### src/rtl/uart_irq_pkg.sv
package uart_irq_pkg;
  localparam int ADDR_W = 3;

  typedef enum logic [ADDR_W-1:0] {
    A_MSET   = 3'd0,
    A_MCLR   = 3'd1,
    A_MASK   = 3'd2,
    A_STICKY = 3'd3,
    A_STAT   = 3'd4,
    A_RXTRIG = 3'd5,
    A_TXTRIG = 3'd6
  } reg_addr_e;

  localparam int B_RX_TRIG    = 0;
  localparam int B_RX_EMPTY   = 1;
  localparam int B_RX_FULL    = 2;
  localparam int B_TX_EMPTY   = 3;
  localparam int B_TX_FULL    = 4;
  localparam int B_OVERRUN    = 5;
  localparam int B_TIMEOUT    = 8;
  localparam int B_TX_TRIG_IR = 10;
  localparam int B_TX_TRIG_ST = 13;
endpackage

### src/rtl/uart_irq_flags.sv
module uart_irq_flags #(
  parameter int DEPTH = 64,
  parameter int CW    = $clog2(DEPTH + 1)
) (
  input  logic [CW-1:0] cnt,
  input  logic [CW-1:0] trig,
  output logic          empty,
  output logic          full,
  output logic          at_trig
);
  localparam logic [CW-1:0] FULL_CNT = CW'(DEPTH);

  always_comb begin
    empty   = (cnt == '0);
    full    = (cnt == FULL_CNT);
    at_trig = (cnt >= trig);
  end
endmodule

### src/rtl/uart_irq_sticky.sv
module uart_irq_sticky #(
  parameter int DW = 16
) (
  input  logic          clk,
  input  logic          rst_n,
  input  logic [DW-1:0] set_vec,
  input  logic [DW-1:0] clr_vec,
  output logic [DW-1:0] q
);
  logic [DW-1:0] q_nxt;
  logic          en;

  always_comb begin
    en    = (|set_vec) | (|clr_vec);
    q_nxt = (q & ~clr_vec) | set_vec;
  end

  always_ff @(posedge clk or negedge rst_n) begin
    if (!rst_n)  q <= '0;
    else if (en) q <= q_nxt;
  end
endmodule

### src/rtl/uart_irq_mask.sv
module uart_irq_mask #(
  parameter int DW = 16
) (
  input  logic          clk,
  input  logic          rst_n,
  input  logic          set_we,
  input  logic          clr_we,
  input  logic [DW-1:0] wdata,
  output logic [DW-1:0] q
);
  logic [DW-1:0] q_nxt;
  logic          en;

  always_comb begin
    en    = set_we | clr_we;
    q_nxt = q;
    if (set_we) q_nxt = q | wdata;
    if (clr_we) q_nxt = q & ~wdata;
  end

  always_ff @(posedge clk or negedge rst_n) begin
    if (!rst_n)  q <= '0;
    else if (en) q <= q_nxt;
  end
endmodule

### src/rtl/uart_irq_ctrl.sv
module uart_irq_ctrl
  import uart_irq_pkg::*;
#(
  parameter int DW         = 16,
  parameter int RX_DEPTH   = 64,
  parameter int TX_DEPTH   = 64,
  parameter int TRIG_RESET = 32,
  parameter int RXC_W      = $clog2(RX_DEPTH + 1),
  parameter int TXC_W      = $clog2(TX_DEPTH + 1)
) (
  input  logic              clk,
  input  logic              rst_n,
  input  logic [RXC_W-1:0]  rx_count,
  input  logic [TXC_W-1:0]  tx_count,
  input  logic              ev_overrun,
  input  logic              ev_timeout,
  input  logic              bus_sel,
  input  logic              bus_wr,
  input  logic [ADDR_W-1:0] bus_addr,
  input  logic [DW-1:0]     bus_wdata,
  output logic [DW-1:0]     bus_rdata,
  output logic              irq
);
  localparam logic [RXC_W-1:0] RX_TRIG_RST = RXC_W'(TRIG_RESET);
  localparam logic [TXC_W-1:0] TX_TRIG_RST = TXC_W'(TRIG_RESET);

  logic             wr_en;
  logic             we_mset, we_mclr, we_sticky, we_rxtrig, we_txtrig;
  logic [RXC_W-1:0] rx_trig_q;
  logic [TXC_W-1:0] tx_trig_q;
  logic             rx_empty, rx_full, rx_at_trig;
  logic             tx_empty, tx_full, tx_at_trig;
  logic [DW-1:0]    status_vec;
  logic [DW-1:0]    set_vec;
  logic [DW-1:0]    clr_vec;
  logic [DW-1:0]    sticky_q;
  logic [DW-1:0]    mask_q;

  // write strobes
  always_comb begin
    wr_en     = bus_sel & bus_wr;
    we_mset   = wr_en & (bus_addr == A_MSET);
    we_mclr   = wr_en & (bus_addr == A_MCLR);
    we_sticky = wr_en & (bus_addr == A_STICKY);
    we_rxtrig = wr_en & (bus_addr == A_RXTRIG);
    we_txtrig = wr_en & (bus_addr == A_TXTRIG);
  end

  // trigger levels
  always_ff @(posedge clk or negedge rst_n) begin
    if (!rst_n)         rx_trig_q <= RX_TRIG_RST;
    else if (we_rxtrig) rx_trig_q <= bus_wdata[RXC_W-1:0];
  end

  always_ff @(posedge clk or negedge rst_n) begin
    if (!rst_n)         tx_trig_q <= TX_TRIG_RST;
    else if (we_txtrig) tx_trig_q <= bus_wdata[TXC_W-1:0];
  end

  uart_irq_flags #(.DEPTH(RX_DEPTH), .CW(RXC_W)) u_rx_flags (
    .cnt(rx_count), .trig(rx_trig_q),
    .empty(rx_empty), .full(rx_full), .at_trig(rx_at_trig)
  );

  uart_irq_flags #(.DEPTH(TX_DEPTH), .CW(TXC_W)) u_tx_flags (
    .cnt(tx_count), .trig(tx_trig_q),
    .empty(tx_empty), .full(tx_full), .at_trig(tx_at_trig)
  );

  // live status and sticky set/clear vectors
  always_comb begin
    status_vec               = '0;
    status_vec[B_RX_TRIG]    = rx_at_trig;
    status_vec[B_RX_EMPTY]   = rx_empty;
    status_vec[B_RX_FULL]    = rx_full;
    status_vec[B_TX_EMPTY]   = tx_empty;
    status_vec[B_TX_FULL]    = tx_full;
    status_vec[B_TX_TRIG_ST] = tx_at_trig;

    set_vec                  = '0;
    set_vec[4:0]             = status_vec[4:0];
    set_vec[B_TX_TRIG_IR]    = status_vec[B_TX_TRIG_ST];
    set_vec[B_OVERRUN]       = ev_overrun;
    set_vec[B_TIMEOUT]       = ev_timeout;

    clr_vec = we_sticky ? bus_wdata : '0;
  end

  uart_irq_sticky #(.DW(DW)) u_sticky (
    .clk(clk), .rst_n(rst_n), .set_vec(set_vec), .clr_vec(clr_vec), .q(sticky_q)
  );

  uart_irq_mask #(.DW(DW)) u_mask (
    .clk(clk), .rst_n(rst_n), .set_we(we_mset), .clr_we(we_mclr),
    .wdata(bus_wdata), .q(mask_q)
  );

  // read port and interrupt
  always_comb begin
    bus_rdata = '0;
    case (bus_addr)
      A_MASK:   bus_rdata = mask_q;
      A_STICKY: bus_rdata = sticky_q;
      A_STAT:   bus_rdata = status_vec;
      A_RXTRIG: bus_rdata = DW'(rx_trig_q);
      A_TXTRIG: bus_rdata = DW'(tx_trig_q);
      default:  bus_rdata = '0;
    endcase
    irq = |(mask_q & sticky_q);
  end
endmodule

### config.mk
export PLATFORM = sky130hd
export DESIGN_NAME = uart_irq_ctrl
export DESIGN_NICKNAME = d
export VERILOG_FILES = /design/src/rtl/uart_irq_pkg.sv /design/src/rtl/uart_irq_flags.sv /design/src/rtl/uart_irq_sticky.sv /design/src/rtl/uart_irq_mask.sv /design/src/rtl/uart_irq_ctrl.sv
export SDC_FILE = /design/constraint.sdc
export NUM_CORES = 1
export LEC_CHECK = 0
export ABC_AREA = 1
export BUFFER_PORTS_ARGS = -buffer_cell sky130_fd_sc_hd__buf_2
export CAP_MARGIN = 20
export CELL_PAD_IN_SITES_DETAIL_PLACEMENT = 0
export CELL_PAD_IN_SITES_GLOBAL_PLACEMENT = 1
export CORE_ASPECT_RATIO = 0.8
export CORE_MARGIN = 3
export CORE_UTILIZATION = 39
export DETAILED_ROUTE_END_ITERATION = 10
export PLACE_DENSITY_LB_ADDON = 0.1
export SLEW_MARGIN = 20
export SYNTH_ARGS = -nofsm -noshare
export SYNTH_HDL_FRONTEND = slang
export SYNTH_HIERARCHICAL = 1
export SYNTH_SLANG_ARGS = --single-unit
### constraint.sdc
create_clock -name clk -period 2 [get_ports clk]
set_input_delay 0.3 -clock clk [delete_from_list [all_inputs] [get_ports clk]]
set_output_delay 0.3 -clock clk [all_outputs]
set_load 0.01 [all_outputs]
# After elaboration in Yosys (flattened, before gate mapping)
# Index checks and enable logic that the tools add are counted.
[totals]
n_memories = 0
inputBits = 39
rom_bits = 0
out_inout_bits = 17
wordCells = 41
mem_bits_rw = 0
reg_bits = 46
latch_bits = 0
[classes]
bitwise_logic = 15
n_mux = 4
shift = 0
n_mul = 0
addsub = 0
n_lt_le_gt_ge = 2
div_mod_pow = 0
n_eq_ne = 8
n_reduce_logical = 8
[op_table]
columns = ["op", "count"]
rows = [
  ["16-bit one-hot mux with 5 select lines", 1],
  ["16-bit bitwise AND", 3],
  ["16-bit 2-to-1 mux", 3],
  ["16-bit NOT", 2],
  ["16-bit OR reduction", 2],
  ["16-bit by 11-bit bitwise OR with 16-bit output", 1],
  ["16-bit bitwise OR", 1],
  ["7-bit equality test, second input constant", 2],
  ["7-bit >= comparator", 2],
  ["7-bit logical NOT", 2],
  ["3-bit equality test, second input constant", 3],
  ["8-bit OR reduction", 1],
  ["1-bit bitwise AND", 6],
  ["3-bit by 2-bit equality test with 1-bit output, second input constant", 2],
  ["3-bit by 1-bit equality test with 1-bit output, second input constant", 1],
  ["3-bit logical NOT", 1],
  ["1-bit bitwise OR", 2],
  ["2-bit AND reduction", 1],
  ["2-bit nonzero test", 1],
]

# Depth between registers and ports, before layout
[logic_depth]
ltp_word = 6
depth_mapped = 12
ltp_nobuf = 12

# Hierarchy
# Netlist, hierarchy kept.
[by_module_without_submodules]
columns = ["mod", "instances", "seq_area_each_um2", "cells_per_inst", "area_per_inst_um2"]
rows = [
  ["uart_irq_ctrl", 1, 352.8, 232, 1316.3],
  ["uart_irq_mask", 1, 400.4, 116, 810.8],
  ["uart_irq_sticky", 1, 400.4, 80, 640.6],
  ["uart_irq_flags", 2, 0.0, 41, 226.5],
]

# Least setup slack after synthesis
# Ideal clock, no wire load.
[synth_path]
path_type = "register to output"
from = "register rx_trig_q[5]"
to = "output bus_rdata[0]"
stages_incl_launch_ff = 11
path_slack_ns = 0.320
n_path_buf = 0
required_time_ns = 1.700
arrival_time_ns = 1.380
path_cell_list = "dfstp_2 > inv_1 > ha_1 > nand2_1 > inv_1 > a21oi_1 > nand2_1 > nand3_1 > nand2_1 > nor2_1 > nand2_1"
[synth_via]
elab_chain_len = 2
[synth_lines]
columns = ["element", "line", "text"]
rows = [
  ["start, declared", "uart_irq_ctrl.sv:29", "logic [RXC_W-1:0] rx_trig_q;"],
  ["start signal, assigned", "uart_irq_ctrl.sv:52", "else if (we_rxtrig) rx_trig_q <= bus_wdata[RXC_W-1:0];"],
  ["7-bit >= comparator", "uart_irq_flags.sv:16", "at_trig = (cnt >= trig);"],
  ["net rx_at_trig", "uart_irq_ctrl.sv:31", "logic rx_empty, rx_full, rx_at_trig;"],
  ["16-bit one-hot mux with 5 select lines", "uart_irq_ctrl.sv:101", "case (bus_addr)"],
  ["end, declared", "uart_irq_ctrl.sv:21", "output logic [DW-1:0] bus_rdata,"],
]
# The timed path passes the listed nets, and every way through them passes these cells.

# Worst setup path in the final report
# Ends and elaborated chain as after synthesis.

==> results_dict.tcl <==
set metrics [dict create \
    period_share 1.02 \
    drt_first_iter_violations 141 \
    grt_util_all_layers 0.193 \
    layout-area-overhead-vs-synth_pct 20.4 \
    synth_area_leader_cell "dfrtp_1" \
    syn_area_sq_um 3220 \
    fraction_of_post_synthesis_cell_area_in_the_top_cell_type_by_area 0.342 \
    drcViolationCount 0 \
    detail_route.first_pass.iterations 4 \
    setup-violations-final 1 \
    antenna_violating_nets_post_route 0 \
    drive_gt1_frac 0.178 \
    die_width_um 108 \
    layoutNonFillerInstCount 683 \
    worst_hold_path_type "primary input to register" \
    report.final.hold_viol_count 0 \
    placeableCoreArea_sq_um 7710 \
    cts.sink_count 46 \
    dieHeight_um 87.3 \
    worst_skew_ns 0.00273 \
    globalplace.congestion 0.797 \
    via_per_inst 4.49 \
    cellLeakagePower_nw 2.25 \
    setup_repair_after_global_routing_missed_its_margin "yes" \
    finalWorstPathRequiredPeriod_ns 2.05 \
    crit_arrival_ns 1.75 \
    yosys_register_bits 46 \
    status "complete, but fails checks" \
    routed_wl_um 8410 \
    pwr_density_cell_nw_per_um2 704 \
    critical_path.endpoint_type "output pin" \
    fmaxAchievable_mhz 488 \
    failed_checks "negative setup slack" \
    number_of_cells_after_detailed_placement 672 \
    slew_viol_final 0 \
    worst_ir_drop_vdd_mv 0.355 \
    setup_ws_ns -0.0499 \
    max_cap_violations 0 \
    cts-root-to-sink-buffers 2 \
    critPathLaunchType "register" \
    vias_in_the_first_global_route 2859 \
    synth_cells 510 \
    clk-insertion-delay-late_ns 0.30 \
    async_flop_share 1.00 \
    critPathKind "register to output pin" \
    critPathMaxFanout 2 \
    antennaDiodeCount 0 \
    synth-edff-count 0 \
    cts_tree "yes" \
    nets 631 \
    utilization 0.503 \
    synthMostInstantiatedCell "nand2_1" \
    initial_utilization 0.418 \
    netlist_top_cells_count "nand2_1 (218), inv_1 (115), dfrtp_1 (44)" \
    synth-warning-count 6 \
    global_route.overflow_total 0 \
    portBuffers 55 \
    wl_per_cell_um 12.3 \
    power.total_mw 2.73 \
    ctsRootBufferMaster "clkbuf_8" \
    synth-seq-area-share 0.358 \
    core.rowCount 28 \
    htree_levels 2 \
    critPathRequiredTime_ns 1.70 \
    avgSynthCellArea_sq_um 6.31 \
    count_of_distinct_cell_types_in_the_synthesized_netlist 25 \
    die_area_sq_um 9390 \
    yosys-top-cells-area "dfrtp_1 (34%), nand2_1 (25%), inv_1 (13%)" \
    ys.flop_type "dfrtp_1" \
    cts.clk_slew.worst_paths_ns 0.08 \
    num_ports 56 \
    initial_antenna_violation_count 0 \
    post-dp-hpwl_um 6270 \
    cts_inserted_buffers 5 \
    grt_max_degree 47 \
    wire_length_of_the_first_global_routing_pass_um 14200 \
    filler_cell_count 830 \
    num_vias 3066 \
]
stage by stage:
step | worst slack, ns | hold slack, ns | setup TNS [ns] | cell area [sq um]
2_1_floorplan | 0.320 | 0.00441 | 0 | 3250
3_3_place_gp | 0.184 | 0.306 | 0 | 3640
3_5_place_dp | 0.151 | 0.305 | 0 | 3640
4_1_cts | -0.0652 | 0.174 | -0.0829 | 3830
5_1_grt | -0.134 | 0.181 | -0.263 | 3880
6_report | -0.0499 | 0.186 | -0.0499 | 3880
metal layers:
| metal | routed length, um | GRT usage |
|---|---|---|
| met5 | 0 | 0 |
| met1 | 4300 | 0.295 |
| met3 | 438 | 0.0274 |
| met4 | 43 | 0.0367 |
| met2 | 3620 | 0.291 |
cell usage in the layout, fill, tap and decap left out, types with 3 or more instances in the layout:
cell      instances
buf_4            10
clkbuf_8          6
nand3_1           7
nand4_1          19
ha_4              6
o21ai_0          16
nor2_1           40
inv_1           112
nand2_1         216
a21oi_1           4
nand3_2           3
dfrtp_1          44
ha_1              8
buf_2            55
conb_1            8
inv_2             7
kinds of logic after synthesis:
family,share of synthesized area
compound gates,0.0342
fa+ha+maj,0.0544
flops,0.358
simple gates,0.380
buf+inv,0.172
other cells,0.00116
layout make-up:
class                   count  area, sq um  area share
clock buffers               6         82.6      0.0213
clock inverters             1         30.0     0.00775
inverters                 120          453       0.117
multi-input cells         338         1650       0.424
flip-flops and latches     46         1150       0.298
well taps                 105          131      0.0339
repair buffers             67          380      0.0981
power by group:
group	leakage, nW	internal, mW	switching [mW]
sequential	0.507	1.09	0.123
clock	0.0573	0.400	0.320
combinational	1.69	0.325	0.469
total	2.25	1.82	0.912
worst max-delay path, cell delays in order, from the launching register on:
cell,delay (ns)
dfstp_2,0.54
inv_2,0.04
ha_4,0.26
nand2_4,0.04
nor2_1,0.08
nand2_1,0.06
nand2_1,0.08
nand3_1,0.07
nand2_1,0.07
nor2_1,0.04
nand2_1,0.04
buf_2,0.12
repair_timing:
item	CTS	global route
setup buffers	2	1
endpoints found under the setup margin	2	2
resized for setup	10	4
pin swaps	14	2
hold endpoints to repair	44	0
gates cloned	0	0
hold buffers	1	0
path summary, 6_finish.rpt:
check,startpoint,end,slack (ns),cells past startpoint
max,rx_trig_q[5],bus_rdata[0],-0.05,11
max reg2reg,rx_trig_q[5],u_sticky/q[0],0.58,9
min reg2reg,u_sticky/q[7],u_sticky/q[7],0.50,2
min,ev_timeout,u_sticky/q[8],0.19,3
max in group asynchronous,rst_n,tx_trig_q[5],1.20,3
min in group asynchronous,rst_n,rx_trig_q[0],0.50,3
Note: power is estimated with default switching activity, not from simulation.
